**src/rtl/tirq_pkg.sv**
```systemverilog
package tirq_pkg;
    localparam int NSRC      = 3;
    localparam int CODE_W    = 3;
    localparam int MAX_SHIFT = 10;
    localparam int DIV_W     = MAX_SHIFT;

    typedef enum logic [1:0] {
        SEL_RATE = 2'd0,
        SEL_EN   = 2'd1,
        SEL_REQ  = 2'd2,
        SEL_NONE = 2'd3
    } reg_sel_e;

    // rate code to power-of-two exponent; codes 5..7 skip ahead by two
    function automatic int code_shift(input logic [CODE_W-1:0] code);
        int s;
        if (code <= 3'd4) s = int'(code);
        else              s = 2 * int'(code) - 4;
        return s;
    endfunction
endpackage

```
**src/rtl/tirq_prescale.sv**
```systemverilog
module tirq_prescale #(
    parameter int BASE_DIV = 2667
) (
    input  logic clk,
    input  logic rst_n,
    input  logic restart,
    output logic base_pulse
);
    localparam int PRE_W = (BASE_DIV > 2) ? $clog2(BASE_DIV) : 1;
    localparam logic [PRE_W-1:0] LAST = PRE_W'(BASE_DIV - 1);

    typedef struct packed {
        logic [PRE_W-1:0] cnt;
    } pre_t;

    pre_t st_d, st_q;

    always_comb begin
        st_d = st_q;
        if (restart)                st_d.cnt = '0;
        else if (st_q.cnt == LAST)  st_d.cnt = '0;
        else                        st_d.cnt = st_q.cnt + 1'b1;
    end

    always_ff @(posedge clk) begin
        if (!rst_n) st_q <= '0;
        else        st_q <= st_d;
    end

    assign base_pulse = (st_q.cnt == LAST);

    p_restart_clears_r4: assert property (@(posedge clk) disable iff (!rst_n)
        restart |=> (st_q.cnt == '0));
endmodule

```
**src/rtl/tirq_ratediv.sv**
```systemverilog
module tirq_ratediv
    import tirq_pkg::*;
(
    input  logic              clk,
    input  logic              rst_n,
    input  logic              code_wr,
    input  logic [CODE_W-1:0] code_in,
    input  logic              base_pulse,
    output logic [CODE_W-1:0] code_out,
    output logic              tick
);
    typedef struct packed {
        logic [CODE_W-1:0] code;
        logic [DIV_W-1:0]  cnt;
    } div_t;

    div_t st_d, st_q;
    logic [DIV_W-1:0] lim;

    always_comb begin
        lim  = DIV_W'((1 << code_shift(st_q.code)) - 1);
        tick = base_pulse && (st_q.cnt == lim);
        st_d = st_q;
        if (code_wr) begin
            st_d.code = code_in;
            st_d.cnt  = '0;
        end else if (base_pulse) begin
            st_d.cnt = tick ? '0 : st_q.cnt + 1'b1;
        end
    end

    always_ff @(posedge clk) begin
        if (!rst_n) st_q <= '0;
        else        st_q <= st_d;
    end

    assign code_out = st_q.code;

    p_tick_on_base_r2: assert property (@(posedge clk) disable iff (!rst_n)
        tick |-> base_pulse);
    p_code_held_r3: assert property (@(posedge clk) disable iff (!rst_n)
        !code_wr |=> $stable(st_q.code));
endmodule

```
**src/rtl/tirq_regs.sv**
```systemverilog
module tirq_regs
    import tirq_pkg::*;
(
    input  logic            clk,
    input  logic            rst_n,
    input  logic            en_wr,
    input  logic            req_wr,
    input  logic [7:0]      wdata,
    input  logic [NSRC-1:0] src,
    output logic [NSRC-1:0] en_out,
    output logic [NSRC-1:0] req_out
);
    typedef struct packed {
        logic [NSRC-1:0] en;
        logic [NSRC-1:0] req;
    } irq_t;

    irq_t st_d, st_q;
    logic [NSRC-1:0] flag;

    function automatic logic [NSRC-1:0] apply(input logic [NSRC-1:0] cur,
                                              input logic [NSRC-1:0] f,
                                              input logic set);
        return set ? (cur | f) : (cur & ~f);
    endfunction

    always_comb begin
        flag = wdata[NSRC-1:0];
        st_d = st_q;
        if (en_wr)  st_d.en  = apply(st_q.en,  flag, wdata[7]);
        if (req_wr) st_d.req = apply(st_q.req, flag, wdata[7]);
        st_d.req = st_d.req | src;   // a live pulse beats a clear
    end

    always_ff @(posedge clk) begin
        if (!rst_n) st_q <= '0;
        else        st_q <= st_d;
    end

    assign en_out  = st_q.en;
    assign req_out = st_q.req;

    p_src_sets_r7: assert property (@(posedge clk) disable iff (!rst_n)
        src[1] |=> req_out[1]);
    p_pulse_beats_clear_r9: assert property (@(posedge clk) disable iff (!rst_n)
        (req_wr && !wdata[7] && wdata[2] && src[2]) |=> req_out[2]);
    p_en_hold_r5: assert property (@(posedge clk) disable iff (!rst_n)
        !en_wr |=> $stable(en_out));
    p_req_noset_r6: assert property (@(posedge clk) disable iff (!rst_n)
        (!req_wr && src == '0) |=> (req_out & ~$past(req_out)) == '0);
endmodule

```
**src/rtl/tick_irq_ctrl.sv**
```systemverilog
module tick_irq_ctrl
    import tirq_pkg::*;
#(
    parameter int BASE_DIV = 2667
) (
    input  logic       clk,
    input  logic       rst_n,
    input  logic       reg_wr,
    input  logic [1:0] reg_sel,
    input  logic [7:0] reg_wdata,
    output logic [7:0] reg_rdata,
    input  logic       card_dma_done,
    input  logic       audio_dma_done,
    output logic       timer_tick,
    output logic       irq
);
    logic              base_pulse;
    logic              rate_wr;
    logic [CODE_W-1:0] code;
    logic [NSRC-1:0]   en_w, req_w, src;

    assign rate_wr = reg_wr && (reg_sel == SEL_RATE);
    assign src     = {audio_dma_done, card_dma_done, timer_tick};

    tirq_prescale #(.BASE_DIV(BASE_DIV)) u_pre (
        .clk(clk), .rst_n(rst_n), .restart(rate_wr), .base_pulse(base_pulse)
    );

    tirq_ratediv u_div (
        .clk(clk), .rst_n(rst_n), .code_wr(rate_wr),
        .code_in(reg_wdata[CODE_W-1:0]), .base_pulse(base_pulse),
        .code_out(code), .tick(timer_tick)
    );

    tirq_regs u_regs (
        .clk(clk), .rst_n(rst_n),
        .en_wr(reg_wr && (reg_sel == SEL_EN)),
        .req_wr(reg_wr && (reg_sel == SEL_REQ)),
        .wdata(reg_wdata), .src(src),
        .en_out(en_w), .req_out(req_w)
    );

    always_comb begin
        case (reg_sel)
            SEL_RATE: reg_rdata = {{(8-CODE_W){1'b0}}, code};
            SEL_EN:   reg_rdata = {{(8-NSRC){1'b0}}, en_w};
            SEL_REQ:  reg_rdata = {{(8-NSRC){1'b0}}, req_w};
            default:  reg_rdata = '0;
        endcase
    end

    assign irq = |(req_w & en_w);

    p_irq_needs_enable_r8: assert property (@(posedge clk) disable iff (!rst_n)
        (en_w == '0) |-> !irq);
    p_rdata_upper_zero_r10: assert property (@(posedge clk) disable iff (!rst_n)
        reg_rdata[7:3] == 5'd0);
endmodule

```
**config.mk**
```make
export PLATFORM = sky130hd
export DESIGN_NAME = tick_irq_ctrl
export DESIGN_NICKNAME = d
export VERILOG_FILES = /design/src/rtl/tirq_pkg.sv /design/src/rtl/tirq_prescale.sv /design/src/rtl/tirq_ratediv.sv /design/src/rtl/tirq_regs.sv /design/src/rtl/tick_irq_ctrl.sv
export SDC_FILE = /design/constraint.sdc
export NUM_CORES = 1
export LEC_CHECK = 0
export ABC_AREA = 1
export BUFFER_PORTS_ARGS = -buffer_cell sky130_fd_sc_hd__buf_4
export CORE_AREA = 2 2 70 72
export DETAILED_ROUTE_END_ITERATION = 16
export DIE_AREA = 0 0 72 74
export PLACE_DENSITY = 0.69
export SYNTH_ARGS = -nofsm -noshare
export SYNTH_HDL_FRONTEND = slang
export SYNTH_SLANG_ARGS = --single-unit
```
**constraint.sdc**
```tcl
create_clock -name clk -period 2.5 [get_ports clk]
set_input_delay 0.375 -clock clk [delete_from_list [all_inputs] [get_ports clk]]
set_output_delay 0.375 -clock clk [all_outputs]
set_load 0.02 [all_outputs]
```
==> results.cfg <==
[logic_synthesis]
synth_edf_count = 0
synth.avg_cell_area_um2 = 6.40
synth_area_leaders = dfxtp_1 31%, nand2_1 12%, inv_1 8.9%
async_reset_ff_frac = 0
seq_area_frac_synth = 0.308
yosys.area.top_type_share = 0.308
ys_types = 29
ys_ff_latch = 31
synth_area_um2 = 2020
synth_largest_area_cell = dfxtp_1
synthCells = 315
ys.flop_type = dfxtp_1
yosysWarningCount = 0

[route]
antenna_left = 0
vias_per_cell = 4.86
wl_um = 4460
routedWlPerCell_um = 10.9
first_pass_iters = 4
drc = 0
drt-initial-drc-count = 159
num_vias = 1994

[timing]
rsz0062_at_grt = true
period_minus_slack_ps = 2830
fin_crit_sh = 1.13
hold_viol = 0
drv_slew = 0
finClkSkew_ps = 10.7
layout_setup_ws_ps = -326
max_freq_ghz = 0.354
setup_viol = 1

[critical_path]
cp_max_fo = 5
path_class = reg -> out
rr_endpoint = u_div.st_q[6]
worstSetupEndpointType = output port
start_kind = register
worst-r2r-setup-slack_ps = 140
reg2reg_depth = 18
worstPathArrival_ps = 2450
r2r_start = u_div.code_out[1]
required_ps = 2120

[global_route]
grt_max_degree = 11
antenna_found_initial = 0
grt_use_total = 0.192
grt_pass1_vias = 1968
grt_overflow = 0
grt_pass1_wl_um = 8160

[finish]
ff_latch_area_um2 = 626
fill_cells = 486
final_cell_mix = 65 x nand2_1, 46 x inv_1, 41 x nor2_1
final_area_um2 = 2470
drive_gt1_frac = 0.208
multi_input_area_um2 = 1240
syn_to_final_growth_pct = 22.7
final_common_cell = nand2_1
diodes = 0
nNetsFinal = 375

[clocking]
root_buffer = clkbuf_8
cts_num_sinks = 31
clock_latency_ps = 290
clk_path_buf_depth = 2
h-tree-depth = 2
cts-buffers-inserted = 5
path_clk_slew_ps = 70
cts_tree = built

[placed_design]
placed_cell_area_um2 = 2320
io_buffers = 15
routabilityCongestion = 0.823
dp_hpwl_um = 3400

[floorplanning]
die_h_um = 74
io_pins = 25
core_um2 = 4600
die-area_um2 = 5330
die_width_um = 72
initial_core_util = 0.439
rows = 25

[power]
p_seq_frac = 0.442
p_total_mw = 1.16
p_comb_frac = 0.227
power_density_nw_per_um2 = 470
p_int_uw = 809
p_leak_nw = 1.09
swShare = 0.304
ir_drop_mv = 0.314
switchingPower_uw = 353
pwr-share-clk = 0.331

[worst_hold_path]
holdPathEnd = u_regs.req_out[1]
min_path_type = in -> reg
min_path_cells = 3
hold_path.startpoint = rst_n

[job]
cap_violations = 0

[outcome]
outcome = finished with violations
failed_checks = setup timing
[metrics by stage]
stage	hold slack (ps)	std cells	worst slack, ps	util	TNS (ps)
floorplan	430	319	5.46	-	0
global placement	445	399	-109	0.504	-109
detailed placement	462	399	-95.4	0.504	-95.4
CTS	338	407	-333	0.525	-333
global route	357	410	-549	0.538	-1140
finish	342	410	-326	0.538	-326
[power by group through the flow]
stage | sequential [mW] | combinational, mW | clock, mW
finish | 0.514 | 0.264 | 0.384
detailed placement | 0.525 | 0.241 | 0
floorplan | 0.524 | 0.167 | 0
CTS | 0.514 | 0.244 | 0.395
global placement | 0.524 | 0.239 | 0
global route | 0.515 | 0.299 | 0.414
[flip-flops by register name (all words and copies together), names as in the netlist, named ones only]
register	flops
u_pre.st_q	12
u_div.code_out	3
u_regs.req_out	3
u_div.st_q	10
[logic make-up (layout without fill, tap and decap cells)]
family | Yosys count | in the layout | synth area share
buffers and inverters | 56 | 93 | 0.115
DFF | 31 | 31 | 0.308
and+or+nand+nor | 171 | 171 | 0.387
other | 1 | 5 | 0.00186
adders and majority gates | 5 | 5 | 0.0310
AOI/OAI and AO/OA | 41 | 41 | 0.114
xor gates and xnor gates | 10 | 10 | 0.0434
[metal layers]
layer | wire length, um | track usage
met5 | 0 | 0
met1 | 2120 | 0.234
met3 | 133 | 0.0434
met2 | 2140 | 0.327
met4 | 65 | 0.0818
[cell type report]
cell class / instances / area share
multi-input combinational: 232 / 0.501
sequential: 31 / 0.253
timing repair buffer: 35 / 0.108
inverter: 50 / 0.0768
clock buffer: 6 / 0.0293
tap: 54 / 0.0273
clock inverter: 2 / 0.00506
[critical path: stages, from the launching register on]
cell	delay, ps
dfxtp_4	350
inv_4	60
buf_4	150
nand2_4	80
nand3_4	80
nand3_1	120
inv_2	90
nand2_2	70
ha_4	270
xor2_1	140
nand4_1	100
nor2_1	100
nand3_1	90
nor2_1	100
nand3_1	110
nor2_4	120
buf_6	120
[Yosys cell counts (all sizes together) (4+ instances only)]
library cell,n
a21oi,14
buf,6
dfxtp,31
ha,5
inv,50
nand2,71
nand3,34
nand3b,4
nand4,5
nor2,51
o21ai,21
xnor2,5
xor2,5
[worst max path at each step]
stage | startpoint | slack, ps | to
final | u_div.code_out[1] | -330 | timer_tick
after global routing | u_div.code_out[1] | -550 | timer_tick
after CTS | u_div.code_out[1] | -330 | timer_tick
after detailed placement | u_div.code_out[2] | -100 | timer_tick
after global placement | u_div.code_out[2] | -110 | timer_tick
after floorplan | u_div.code_out[1] | 5 | timer_tick
[what timing repair did]
item / CTS / global route
hold buffers: 0 / 0
pin swaps: 2 / 1
resized for setup: 4 / 9
setup endpoints to repair: 1 / 11
cloned: 0 / 0
buffers inserted: 0 / 3
Note: power is estimated with default switching activity, not from simulation.
